[src/rtl/cag_pkg.sv]
package cag_pkg;
    typedef enum logic [1:0] {
        WK_PTR  = 2'd0,
        WK_MOD  = 2'd1,
        WK_LEN  = 2'd2,
        WK_BASE = 2'd3
    } wr_kind_e;
endpackage

[src/rtl/cag_wrap.sv]
module cag_wrap #(
    parameter int AW = 14
) (
    input  logic [AW-1:0] ptr,
    input  logic [AW-1:0] mod,
    input  logic [AW-1:0] len,
    input  logic [AW-1:0] base,
    output logic [AW-1:0] nxt
);
    localparam int EW = AW + 2;

    logic signed [EW-1:0] sum_d, lo_d, hi_d, len_s, adj_d;
    logic [EW-AW-1:0] unused_hi;

    always_comb begin
        sum_d = $signed({2'b00, ptr}) + $signed({{2{mod[AW-1]}}, mod});
        len_s = $signed({2'b00, len});
        lo_d  = $signed({2'b00, base});
        hi_d  = lo_d + len_s;
        if (len == '0)
            adj_d = sum_d;
        else if (sum_d >= hi_d)
            adj_d = sum_d - len_s;
        else if (sum_d < lo_d)
            adj_d = sum_d + len_s;
        else
            adj_d = sum_d;
        nxt       = adj_d[AW-1:0];
        unused_hi = adj_d[EW-1:AW];
    end
endmodule

[src/rtl/cag_bank.sv]
module cag_bank
    import cag_pkg::*;
#(
    parameter int AW   = 14,
    parameter int NPTR = 4,
    parameter int NMOD = 4
) (
    input  logic                    clk,
    input  logic                    rst_n,
    input  logic                    acc_req,
    input  logic [$clog2(NPTR)-1:0] ptr_sel,
    input  logic [$clog2(NMOD)-1:0] mod_sel,
    input  logic                    wr_en,
    input  logic [1:0]              wr_kind,
    input  logic [$clog2(NPTR)-1:0] wr_idx,
    input  logic [AW-1:0]           wr_data,
    input  logic [AW-1:0]           nxt_ptr,
    output logic [AW-1:0]           sel_ptr,
    output logic [AW-1:0]           sel_mod,
    output logic [AW-1:0]           sel_len,
    output logic [AW-1:0]           sel_base,
    output logic [AW-1:0]           addr_out,
    output logic                    addr_valid
);
    localparam int SW = $clog2(NPTR);
    localparam int MW = $clog2(NMOD);

    typedef struct packed {
        logic [NPTR-1:0][AW-1:0] ptr;
        logic [NMOD-1:0][AW-1:0] mod;
        logic [NPTR-1:0][AW-1:0] len;
        logic [NPTR-1:0][AW-1:0] base;
        logic [AW-1:0]           addr;
        logic                    vld;
    } bank_t;

    bank_t    st_d, st_q;
    wr_kind_e kind;
    logic     unused_idx;

    assign kind = wr_kind_e'(wr_kind);

    always_comb begin
        st_d     = st_q;
        st_d.vld = acc_req;
        if (acc_req) begin
            st_d.addr         = st_q.ptr[ptr_sel];
            st_d.ptr[ptr_sel] = nxt_ptr;
        end
        if (wr_en) begin
            case (kind)
                WK_PTR:  st_d.ptr[wr_idx]  = wr_data;
                WK_MOD:  st_d.mod[MW'(wr_idx)] = wr_data;
                WK_LEN:  st_d.len[wr_idx]  = wr_data;
                default: st_d.base[wr_idx] = wr_data;
            endcase
        end
    end

    always_ff @(posedge clk or negedge rst_n) begin
        if (!rst_n) st_q <= '0;
        else        st_q <= st_d;
    end

    assign sel_ptr    = st_q.ptr[ptr_sel];
    assign sel_mod    = st_q.mod[mod_sel];
    assign sel_len    = st_q.len[ptr_sel];
    assign sel_base   = st_q.base[ptr_sel];
    assign addr_out   = st_q.addr;
    assign addr_valid = st_q.vld;
    assign unused_idx = 1'b0;

    // Written pointer value wins over post-modify
    assert_write_wins_R8: assert property (@(posedge clk) disable iff (!rst_n)
        (wr_en && kind == WK_PTR) |=> st_q.ptr[$past(wr_idx)] == $past(wr_data));

    for (genvar i = 0; i < NPTR; i++) begin : g_hold
        assert_ptr_hold_R9: assert property (@(posedge clk) disable iff (!rst_n)
            (!(acc_req && ptr_sel == SW'(i)) && !(wr_en && kind == WK_PTR && wr_idx == SW'(i)))
            |=> $stable(st_q.ptr[i]));
    end
endmodule

[src/rtl/circ_addr_gen.sv]
module circ_addr_gen #(
    parameter int AW   = 14,
    parameter int NPTR = 4,
    parameter int NMOD = 4
) (
    input  logic                    clk,
    input  logic                    rst_n,
    input  logic                    acc_req,
    input  logic [$clog2(NPTR)-1:0] acc_ptr_sel,
    input  logic [$clog2(NMOD)-1:0] acc_mod_sel,
    input  logic                    wr_en,
    input  logic [1:0]              wr_kind,
    input  logic [$clog2(NPTR)-1:0] wr_idx,
    input  logic [AW-1:0]           wr_data,
    output logic [AW-1:0]           addr_out,
    output logic                    addr_valid
);
    logic [AW-1:0] sel_ptr, sel_mod, sel_len, sel_base, nxt_ptr;

    cag_bank #(.AW(AW), .NPTR(NPTR), .NMOD(NMOD)) u_bank (
        .clk        (clk),
        .rst_n      (rst_n),
        .acc_req    (acc_req),
        .ptr_sel    (acc_ptr_sel),
        .mod_sel    (acc_mod_sel),
        .wr_en      (wr_en),
        .wr_kind    (wr_kind),
        .wr_idx     (wr_idx),
        .wr_data    (wr_data),
        .nxt_ptr    (nxt_ptr),
        .sel_ptr    (sel_ptr),
        .sel_mod    (sel_mod),
        .sel_len    (sel_len),
        .sel_base   (sel_base),
        .addr_out   (addr_out),
        .addr_valid (addr_valid)
    );

    cag_wrap #(.AW(AW)) u_wrap (
        .ptr  (sel_ptr),
        .mod  (sel_mod),
        .len  (sel_len),
        .base (sel_base),
        .nxt  (nxt_ptr)
    );

    logic [AW:0]   win_end;
    logic [AW-1:0] mod_mag;
    logic          cur_in, nxt_in, mag_ok;

    always_comb begin
        win_end = {1'b0, sel_base} + {1'b0, sel_len};
        mod_mag = sel_mod[AW-1] ? (~sel_mod + 1'b1) : sel_mod;
        cur_in  = (sel_ptr >= sel_base) && ({1'b0, sel_ptr} < win_end);
        nxt_in  = (nxt_ptr >= sel_base) && ({1'b0, nxt_ptr} < win_end);
        mag_ok  = (mod_mag <= sel_len) && !win_end[AW];
    end

    assert_strobe_follows_R2: assert property (@(posedge clk) disable iff (!rst_n)
        acc_req |=> addr_valid);
    assert_no_strobe_R10: assert property (@(posedge clk) disable iff (!rst_n)
        !acc_req |=> !addr_valid);
    assert_stay_in_window_R5: assert property (@(posedge clk) disable iff (!rst_n)
        (acc_req && sel_len != '0 && cur_in && mag_ok) |-> nxt_in);
endmodule

[config.mk]
export PLATFORM = sky130hd
export DESIGN_NAME = circ_addr_gen
export DESIGN_NICKNAME = d
export VERILOG_FILES = /design/src/rtl/cag_pkg.sv /design/src/rtl/cag_wrap.sv /design/src/rtl/cag_bank.sv /design/src/rtl/circ_addr_gen.sv
export SDC_FILE = /design/constraint.sdc
export NUM_CORES = 1
export LEC_CHECK = 0
export BUFFER_PORTS_ARGS = -buffer_cell sky130_fd_sc_hd__buf_2
export CAP_MARGIN = 25
export CORE_MARGIN = 5
export CORE_UTILIZATION = 45
export DETAILED_ROUTE_END_ITERATION = 8
export PLACE_DENSITY_LB_ADDON = 0.12
export SYNTH_ARGS = -nofsm -noshare
export SYNTH_HDL_FRONTEND = slang
export SYNTH_HIERARCHICAL = 1
export SYNTH_SLANG_ARGS = --single-unit
[constraint.sdc]
create_clock -name clk -period 14.15 [get_ports clk]
set_clock_uncertainty 0.15 [all_clocks]
set_input_delay 2.83 -clock clk [delete_from_list [all_inputs] [get_ports clk]]
set_output_delay 2.83 -clock clk [all_outputs]
set_load 0.01 [all_outputs]
# [Word-level counts from Yosys, hierarchy flattened]
# Cells that the tools add are included.
[op_classes] n_addsub=4 n_lt_le_gt_ge=7 n_eq_ne=2 n_mux=26 bitwise_logic=1 reduce_logical=8
[ops] operator="56-bit bitwise mux" count=5
[ops] operator="56-bit two-way mux" count=5
[ops] operator="224-bit two-way mux" count=1
[ops] operator="14-bit two-way mux" count=9
[ops] operator="14-bit binary-select mux with 2-bit select" count=4
[ops] operator="14-bit demux with 2-bit select" count=2
[ops] operator="15-bit by 14-bit adder with 16-bit output" count=1
[ops] operator="16-bit greater-or-equal comparator" count=1
[ops] operator="16-bit by 15-bit less-than comparator with 1-bit output" count=1
[ops] operator="14-bit by 14-bit adder with 15-bit output" count=1
[ops] operator="14-bit adder" count=1
[ops] operator="14-bit zero test" count=1
[ops] operator="14-bit subtractor" count=1
[ops] operator="2-bit by 3-bit less-than comparator with 1-bit output, second input constant" count=3
[ops] operator="2-bit AND reduction" count=3
[ops] operator="2-bit by 1-bit greater-or-equal comparator with 1-bit output, second input constant" count=2
[ops] operator="3-bit OR reduction" count=1
[ops] operator="2-bit by 1-bit equality test with 1-bit output, second input constant" count=1
[ops] operator="2-bit equality test, second input constant" count=1
[ops] operator="1-bit logical AND" count=2
[ops] operator="2-bit zero test" count=1
[ops] operator="1-bit inverter" count=1
[totals] register_bits=239 in_bits=26 out_inout_bits=15 wordCells=66

# [Depth between registers and ports, before layout]
# Gate-level depths: netlist (run 1).
[logic_depth] ltp_word=12 mapped_depth=29 depth_no_buf=25

# [Hierarchy]
# The synthesis (run 1) kept the hierarchy.
[by_module_without_submodules] mod="cag_bank" instances=1 cells_per_inst=685 area_per_inst_um2=11074.4 seq_area_each_um2=5980.7
[by_module_without_submodules] mod="cag_wrap" instances=1 cells_per_inst=463 area_per_inst_um2=3374.5 seq_area_each_um2=0.0

# [Worst setup path before layout (run 1)]
# Ideal clock, no wire load.
[synth_path] kind="input -> register" from="in acc_ptr_sel[0]" to="reg u_bank/st_q[196] (netlist bit)" setup_ps=125 arrival_ps=8451 required_time_ps=13875 slack_ps=5425 path_stages=28 n_path_buf=3 path_cell_list="buf_4 buf_4 buf_2 mux4_2 ha_1 fa_1 a21o_1 a21oi_1 o21bai_1 a21oi_1 nor2b_1 o21a_1 o21ai_0 nand2b_1 a21oi_1 xor2_1 ha_1 a21oi_1 nand2_1 a31oi_1 o21a_1 a211oi_1 a211o_1 or4_1 o311ai_2 xnor2_1 mux2_2 mux2_2"
[synth_rtl] element="start: declaration" line_no="circ_addr_gen.sv:9" rtl="input logic [$clog2(NPTR)-1:0] acc_ptr_sel,"
[synth_rtl] element="end signal: assignment" line_no="cag_bank.sv:62" rtl="else st_q <= st_d;"
[synth_rtl] element="end: declaration" line_no="cag_bank.sv:37" rtl="bank_t st_d, st_q;"

==> impl_metrics.toml, run 1 <==
[outcome]
status = "finished clean"

[power]
seq_power_share_pct = 23.5
p_int_w = 0.00249
irDropWorstVdd_v = 0.000125
p_sw_share_pct = 41.7
combinationalPowerShare_pct = 59.8
p_total_w = 0.00427
p_leak_nw = 6.94
clkPwrFrac_pct = 16.7
p_switching_w = 0.00178
power.density_mw_per_mm2 = 267

[worst_setup_path]
worst_path_most_repeated_cell = "a21oi_1"
cp_top_family = "compound AO/OA/AOI/OAI gates"
r2r_end = "u_bank/st_q[196]"
worstPathMaxFanout = 33
reg2regPathDepth = 25
worstPathRequired_ns = 14.42
critPathMaxStageDelay_ns = 0.62
crit_type = "in2reg"
cpMaxStageDelayCell = "mux4_2"
arrival_ns = 9.05
path_buf_inv = 2
crit_path_end_kind = "flip-flop"
worst_setup_path_start_kind = "primary input"
regToRegSetupSlack_ns = 7.99

[grt]
grt_pass1_wl_mm = 58.0
overflow = 0
grt_pass1_vias = 9503
grt_util_all_layers_pct = 20.8
grt_antenna_before_repair = 2
grt_max_degree = 128

[cells_and_area]
area_growth_pct = 10.6
final_cell_mix = "mux2_2 (295), dfrtp_1 (239), ha_1 (79)"
mostFrequentLayoutCell = "mux2_2"
final_cell_area_mm2 = 0.0160
nets = 1273
drive_gt1_share_pct = 39.6
antenna_cells = 0
fin_cells = 1587

[timing]
rsz0062_at_grt = "no"
setup_tns_ns = 0
drv_slew = 0
worst_hold_slack_ns = 0.345
layout_worst_path_cycle_share_pct = 62.0
worstMarginPinSlew_ns = 1.03
max_slew_margin_pct = 31.2
finalSetupViolCount = 0
layout_min_cycle_time_ns = 8.78
hold_viol = 0
fmax_ghz = 0.114

[die]
dieArea_mm2 = 0.0358
io_pins = 41
core_mm2 = 0.0316
start_util_pct = 45.7
rows = 65
die_x_um = 189
dieHeight_um = 189

[yosys]
syn_inst = 1148
synth_top_area_share_pct = 41.4
avgSynthCellArea_um2 = 12.6
synth_seq_area_share_pct = 41.4
yosys.cell_types.count = 64
synthArstFlopShare_pct = 100
synth_edf_count = 0
syn-cell-area_mm2 = 0.0144
synth_seq_cells = 239
synth_area_leader_cell = "dfrtp_1"
synthFlopType = "dfrtp_1"
yosys-top-cells-area = "dfrtp_1 (41%), mux2_2 (23%), mux4_2 (8.7%), ha_1 (6.8%), xnor2_1 (1.8%)"
yosys_warnings = 6
synth_nets = 1257

[cts]
clockRootBuffer = "clkbuf_16"
cts_setup_buffers = 0
htree_levels = 1
holdBufCountCts = 0
post_cts_resized = 0
clock_path_buffers = 3
numClockSinks = 239
path_clk_slew_ns = 0.06
numCtsBuffers = 28
cts_tree = "yes"
clkLatencyLatePin_ns = 0.55

[placement]
dp_hpwl_mm = 25.8
port_buffers = 40
dpl_cell_area_mm2 = 0.0150
gp_congestion = 0.963
place_inst = 1534

[route]
viasPerCell = 5.81
first_pass_iters = 5
dr_total_vias = 9220
drtIter0Drc = 602
drc = 0
wirelength_mm = 36.7
wire_per_inst_um = 23.1
antenna_left = 0

[run]
cap_viol_max_count = 0

[hold_path]
whs_path_depth = 1
hold_class = "reg2reg"
## cell usage after synthesis (9+ instances only)
library cell	number
xnor2_1	29
nor2b_1	12
a21o_1	9
or3_1	9
inv_1	59
clkbuf_1	27
mux4_2	56
ha_1	79
o21ai_0	12
buf_2	27
nor3_1	11
nand2_1	27
a22oi_1	9
a21oi_1	38
dfrtp_1	239
mux2_2	295
xor2_1	16
buf_4	21
nand3_1	14
nand2b_1	13
nor2_1	37
## cell families (layout without fill, tap and decap cells)
family	count (synthesis)	after routing	share of synthesized area [%]
multiplexers	354	354	31.9
flip-flops	239	239	41.4
AND/OR/NAND/NOR	152	152	5.47
AO/OA/AOI/OAI	138	138	6.64
buffers and inverters	136	173	4.36
adder cells (fa/ha/maj)	84	84	7.46
XOR/XNOR	45	45	2.73
## worst max path at each step
stage / startpoint / end / slack [ns] / depth (start not counted)
6_report: acc_ptr_sel[0] / u_bank/st_q[196] / 5.37 / 27
5_1_grt: acc_ptr_sel[0] / u_bank/st_q[238] / 4.91 / 27
4_1_cts: acc_ptr_sel[0] / u_bank/st_q[224] / 5.11 / 26
3_5_place_dp: acc_ptr_sel[0] / u_bank/st_q[224] / 4.54 / 26
3_3_place_gp: acc_ptr_sel[0] / u_bank/st_q[238] / 4.59 / 26
2_1_floorplan: acc_ptr_sel[0] / u_bank/st_q[196] / 5.42 / 28
## through the flow
stage | setup slack, ns | util, %
after global placement | 4.59 | 47.0
final | 5.37 | 50.5
after floorplan | 5.42 | -
after detailed placement | 4.54 | 47.5
after global routing | 4.91 | 50.5
after CTS | 5.11 | 50.4
## layout make-up
| cell class | instances | area, µm² |
|---|---|---|
| Multi-Input combinational cell | 773 | 7860 |
| Tap cell | 402 | 503 |
| Clock inverter | 13 | 136 |
| Timing Repair Buffer | 63 | 507 |
| Fill cell | 2787 | 15700 |
| Clock buffer | 38 | 778 |
| Sequential cell | 239 | 5980 |
| Inverter | 59 | 221 |
## worst reg2reg max path: cells and delay by family, from the launching register on
family / cells / cell delay (ns)
AND/OR/NAND/NOR: 4 / 0.73
multiplexers: 3 / 1.10
flip-flops: 1 / 0.39
XOR/XNOR: 2 / 0.41
adder cells (fa/ha/maj): 3 / 0.94
AO/OA/AOI/OAI: 13 / 2.29
## per-layer routing
metal  wire length, µm  GRT usage [%]  vias up
li1                  -              -     4246
met1             17800           31.1     4754
met2             16900           32.9      173
met3              1280           2.88       43
met4               674           3.90        4
met5                29              0        -
## power groups by stage
stage               combinational, W  clock, W  sequential, W
finish                       0.00256  0.000714        0.00100
global route                 0.00282  0.000755        0.00103
CTS                          0.00254  0.000732        0.00100
detailed placement           0.00252         0        0.00101
global placement             0.00251         0        0.00101
floorplan                    0.00196         0       0.000977
Note: power is estimated with default switching activity, not from simulation.
==> run 2: changes to the inputs <==
--- a/config.mk
+++ b/config.mk
@@ -5,6 +5,7 @@
 export SDC_FILE = /design/constraint.sdc
 export NUM_CORES = 1
 export LEC_CHECK = 0
+export ABC_AREA = 1
 export BUFFER_PORTS_ARGS = -buffer_cell sky130_fd_sc_hd__buf_2
 export CAP_MARGIN = 25
 export CORE_MARGIN = 5
==> constraint.sdc (replaced) <==
create_clock -name clk -period 7.83 [get_ports clk]
set_clock_uncertainty 0.15 [all_clocks]
set_input_delay 1.566 -clock clk [delete_from_list [all_inputs] [get_ports clk]]
set_output_delay 1.566 -clock clk [all_outputs]
set_load 0.01 [all_outputs]
==> impl_metrics.toml, run 2 <==
[power]
p_int_w = 0.00353
seq_power_share_pct = 26.7
p_sw_share_pct = 46.3
p_switching_w = 0.00304
power.density_mw_per_mm2 = 389
combinationalPowerShare_pct = 53.2
irDropWorstVdd_v = 0.000212
p_leak_nw = 8.90
clkPwrFrac_pct = 20.0

[yosys]
synthArstFlopShare_pct = 100
syn_inst = 2180
syn-cell-area_mm2 = 0.0157
synth_nets = 2289
synthFlopType = "dfrtp_1"
synth_area_leader_cell = "dfrtp_1"
yosys-top-cells-area = "dfrtp_1 (38%), nand2_1 (21%), ha_1 (6.3%), inv_1 (5.1%), nand3_1 (4.7%)"
ys_top_cells_by_count = "nand2_1 (860), dfrtp_1 (239), inv_1 (215)"
synth_seq_cells = 239
synth.most_common_cell = "nand2_1"
yosys_warnings = 6
yosys.cell_types.count = 50
synth_top_area_share_pct = 38.0
synth_edf_count = 0
synth_seq_area_share_pct = 38.0
avgSynthCellArea_um2 = 7.22

[worst_setup_path]
worstPathMaxFanout = 19
cpMaxStageDelayCell = "a21oi_1"
critPathMaxStageDelay_ns = 0.48
worst_setup_path_start_kind = "primary input"
crit_path_end_kind = "flip-flop"
cp_top_family = "simple AND/OR/NAND/NOR gates"
arrival_ns = 6.85
worstPathRequired_ns = 8.19
worst_path_most_repeated_cell = "nand2_1"
crit_type = "in2reg"
path_buf_inv = 3

[outcome]
status = "finished clean"

[die]
dieArea_mm2 = 0.0388
core_mm2 = 0.0345
io_pins = 41
dieHeight_um = 197
rows = 68
die_x_um = 197
start_util_pct = 45.5

[cells_and_area]
drive_gt1_share_pct = 7.84
mostFrequentLayoutCell = "nand2_1"
final_cell_area_mm2 = 0.0169
antenna_cells = 0
final_cell_mix = "nand2_1 (860), dfrtp_1 (239), inv_1 (215)"
nets = 2256
area_growth_pct = 7.41

[grt]
grt_pass1_wl_mm = 76.9
grt_pass1_vias = 13400
overflow = 0
grt_max_degree = 110
grt_util_all_layers_pct = 25.0
grt_antenna_before_repair = 0

[timing]
rsz0062_at_grt = "no"
postLayoutSetupSlackWorst_ns = 1.34
worst_hold_slack_ns = 0.326
setup_tns_ns = 0
fmax_ghz = 0.154
layout_worst_path_cycle_share_pct = 82.9
hold_viol = 0
layout_min_cycle_time_ns = 6.49
worstMarginPinSlew_ns = 0.860
drv_slew = 0
max_slew_margin_pct = 42.7
finalSetupViolCount = 0

[cts]
cts_tree = "yes"
htree_levels = 1
clock_path_buffers = 3
cts_setup_buffers = 0
clockRootBuffer = "clkbuf_16"
holdBufCountCts = 0
path_clk_slew_ns = 0.06
numCtsBuffers = 27
numClockSinks = 239
clkLatencyLatePin_ns = 0.57
post_cts_resized = 0

[hold_path]
hold_class = "reg2reg"

[placement]
port_buffers = 40
gp_congestion = 0.931
dp_hpwl_mm = 33.7
place_ws_ns = 0.862
dpl_cell_area_mm2 = 0.0159

[route]
antenna_left = 0
wire_per_inst_um = 18.5
drtIter0Drc = 1319
first_pass_iters = 5
dr_total_vias = 14000
drc = 0
viasPerCell = 5.36
wirelength_mm = 48.6

[run]
cap_viol_max_count = 0
-- run 2: cell count changes in the layout (fill, tap and decap cells not counted), moves of 15 or more --
cell,delta
xnor2_1,-18
inv_2,+17
xor2_1,+15
a21oi_1,+29
mux4_2,-56
nand4_1,+38
mux2_2,-295
o21ai_1,+53
o21ai_0,+134
nand3_1,+134
nand2_1,+833
inv_1,+156
-- run 2: tightest hold or removal path, cell delays in order, from the launching register on --
cell and delay [ns]:
dfrtp_1 0.34, o21ai_1 0.06, nand2_1 0.05
-- run 2: kinds of logic (layout without fill, tap and decap cells) --
group | count (synthesis) | in the layout | synth area share [%]
fa+ha+maj | 83 | 83 | 6.79
xor+xnor | 43 | 43 | 2.51
compound gates | 320 | 320 | 11.2
flops | 239 | 239 | 38.0
simple gates | 1140 | 1140 | 31.4
buf+inv | 355 | 342 | 10.2
-- run 2: cell type report --
cell class	instances	area, µm²
fill	3553	17600
multi-input combinational	1586	8170
sequential	239	5980
inverter	233	880
clock buffer	36	729
tap	455	569
timing repair buffer	60	380
clock inverter	13	190
-- run 2: power by group through the flow --
stage	clock, W	combinational, W	sequential [W]
global placement	0	0.00341	0.00177
global route	0.00141	0.00392	0.00180
finish	0.00132	0.00350	0.00176
floorplan	0	0.00247	0.00172
detailed placement	0	0.00341	0.00177
CTS	0.00136	0.00343	0.00175
-- run 2: through the flow --
stage | power (W) | util, % | cells
6_report | 0.00657 | 48.9 | 2622
5_1_grt | 0.00712 | 48.9 | 2622
4_1_cts | 0.00654 | 48.8 | 2621
3_5_place_dp | 0.00519 | 46.2 | 2572
3_3_place_gp | 0.00518 | 46.2 | 2572
2_1_floorplan | 0.00419 | - | 2180
-- run 2: final timing paths --
path	start	to	slack (ns)	cells after the start
max	acc_ptr_sel[1]	u_bank/st_q[194]	1.34	30
min	flip-flop	flip-flop	0.33	2
max reg2reg	flip-flop	u_bank/st_q[194]	2.67	27
min in group asynchronous	rst_n	asynchronous set/reset pin	0.92	1
min reg2reg	flip-flop	flip-flop	0.33	2
max in group asynchronous	rst_n	u_bank/addr_out[11]	5.28	2
-- run 2: routing by layer --
| layer | global-route usage [%] | up-vias | part of all wire (%) |
|---|---|---|---|
| met5 | 0 | - | 0 |
| met4 | 8.55 | 0 | 3.9 |
| met3 | 5.06 | 107 | 8.0 |
| met2 | 37.4 | 478 | 42 |
| met1 | 36.3 | 6603 | 46 |
| li1 | - | 6858 | - |
==> run 3: changes to the inputs <==
--- a/config.mk
+++ b/config.mk
@@ -5,7 +5,7 @@
 export SDC_FILE = /design/constraint.sdc
 export NUM_CORES = 1
 export LEC_CHECK = 0
-export ABC_AREA = 1
+export ABC_AREA = 0
 export BUFFER_PORTS_ARGS = -buffer_cell sky130_fd_sc_hd__buf_2
 export CAP_MARGIN = 25
 export CORE_MARGIN = 5
==> constraint.sdc (replaced) <==
create_clock -name clk -period 5.9 [get_ports clk]
set_clock_uncertainty 0.15 [all_clocks]
set_input_delay 1.18 -clock clk [delete_from_list [all_inputs] [get_ports clk]]
set_output_delay 1.18 -clock clk [all_outputs]
set_load 0.01 [all_outputs]
==> impl_metrics.toml, run 3 (synthesized netlist as in run 1, its figures left out) <==
[outcome]
status = "finished, violations left"
failed_checks = "setup timing"

[power]
combinationalPowerShare_pct = 67.9
p_int_w = 0.00798
p_switching_w = 0.00508
clkPwrFrac_pct = 13.7
p_sw_share_pct = 38.9
seq_power_share_pct = 18.4
p_leak_nw = 8.25
irDropWorstVdd_v = 0.000503
power.density_mw_per_mm2 = 716

[route]
dr_total_vias = 10000
antenna_left = 0
wirelength_mm = 38.2
viasPerCell = 5.55
wire_per_inst_um = 21.2
drc = 0
first_pass_iters = 4
drtIter0Drc = 577

[die]
rows = 65
start_util_pct = 45.7
dieHeight_um = 189
core_mm2 = 0.0316
io_pins = 41
die_x_um = 189
dieArea_mm2 = 0.0358

[cells_and_area]
final_cell_area_mm2 = 0.0182
final_cell_mix = "mux2_2 (264), dfrtp_1 (239), buf_4 (212)"
fin_cells = 1802
nets = 1488
fillCellCount = 2620
mostFrequentLayoutCell = "mux2_2"
drive_gt1_share_pct = 53.1
area_growth_pct = 26.2
antenna_cells = 0

[cts]
path_clk_slew_ns = 0.06
htree_levels = 1
cts_tree = "yes"
clock_path_buffers = 3
numClockSinks = 239
holdBufCountCts = 0
numCtsBuffers = 28
clockRootBuffer = "clkbuf_16"
clkLatencyLatePin_ns = 0.55

[run]
cap_viol_max_count = 0

[worst_setup_path]
crit_type = "in2reg"
startpoint = "acc_ptr_sel[0]"
reg2regPathDepth = 25
arrival_ns = 6.45
worst_setup_path_start_kind = "primary input"
regToRegSetupSlack_ns = 0.20
crit_path_end_kind = "flip-flop"
setup.worst_path.end = "u_bank/st_q[210]"
worstPathMaxFanout = 6
r2r_end = "u_bank/st_q[210]"
worstPathRequired_ns = 6.17

[timing]
worstMarginPinSlew_ns = 1.09
fmax_ghz = 0.162
drv_slew = 0
layout_min_cycle_time_ns = 6.18
postLayoutSetupSlackWorst_ns = -0.282
layout_worst_path_cycle_share_pct = 105
hold_viol = 0
max_slew_margin_pct = 26.9
rsz0062_at_grt = "yes"
finalSetupViolCount = 56

[grt]
grt_util_all_layers_pct = 21.7
met1_usage_pct = 31.2
grt_use_met3_pct = 2.45
grt_pass1_vias = 10600
grt_pass1_wl_mm = 61.1
grt_antenna_before_repair = 0
grt_use_met2_pct = 35.5
busiest_layer = "met2"
overflow = 0
grt_max_degree = 156

[placement]
place_ws_ns = -1.06
place_inst = 1722
dp_hpwl_mm = 27.7
dpl_cell_area_mm2 = 0.0165
gp_congestion = 0.874
port_buffers = 40

[hold_path]
hold_class = "reg2reg"
## run 3: area by class of cell
class / instances / area (µm²) / share of cell area (%)
clock buffer: 42 / 865 / 4.74
clock inverter: 9 / 108 / 0.590
inverter: 59 / 221 / 1.21
multi-input combinational: 773 / 8360 / 45.9
sequential: 239 / 5980 / 32.8
tap: 402 / 503 / 2.76
timing repair buffer: 278 / 2200 / 12.1
## run 3: critical path, cell delays in order
cell	delay [ns]
buf_12	0.09
buf_12	0.12
mux4_2	0.55
ha_4	0.19
fa_2	0.34
a21o_1	0.17
a21oi_2	0.15
o21bai_1	0.11
a21oi_2	0.18
nor2b_1	0.06
o21a_1	0.18
o21ai_1	0.11
nand2b_1	0.09
a21oi_2	0.16
xor2_1	0.17
ha_1	0.29
a21oi_2	0.15
nand2_1	0.06
a31oi_1	0.15
o21a_1	0.20
nor2_2	0.05
a211o_4	0.40
or4_4	0.51
o311ai_4	0.10
xnor2_2	0.14
mux2_4	0.29
mux2_4	0.26
## run 3: per-stage QoR
step / hold WS, ns / total power, W / setup TNS (ns) / util (%)
floorplan: 0.309 / 0.00712 / -28.34 / -
global placement: 0.327 / 0.00980 / -48.18 / 51.8
detailed placement: 0.328 / 0.00988 / -51.36 / 52.1
CTS: 0.347 / 0.0127 / -7.54 / 57.0
global route: 0.362 / 0.0140 / -23.76 / 57.7
finish: 0.342 / 0.0131 / -8.75 / 57.7
## run 3: worst min-delay path by stage
stage	start	end	slack, ns	cells after the start
after floorplan	flip-flop	flip-flop	0.31	1
final	flip-flop	flip-flop	0.34	1
after detailed placement	flip-flop	flip-flop	0.33	1
after global placement	flip-flop	flip-flop	0.33	1
after CTS	flip-flop	flip-flop	0.35	1
after global routing	flip-flop	flip-flop	0.36	1
## run 3: routing by layer
layer  part of all wire, %  vias up  wire length [µm]
li1                      -     4668                 -
met3                   3.2       55              1210
met4                   2.2        0               830
met2                    47      162             17900
met5                     0        -                 0
met1                    48     5125             18300
## run 3: what timing repair did
item                       4_1_cts  5_1_grt
gates resized for setup         78       41
buffers inserted                24        5
hold endpoints to repair         0        0
pin swaps                       39       22
setup endpoints to repair       56       56
cloned                           1        0
## run 3: power groups by stage
stage	Clock, W	Sequential, W	Combinational (W)
2_1_floorplan	0	0.00234	0.00478
3_3_place_gp	0	0.00241	0.00739
3_5_place_dp	0	0.00243	0.00745
4_1_cts	0.00183	0.00240	0.00844
5_1_grt	0.00191	0.00247	0.00964
6_report	0.00179	0.00241	0.00886
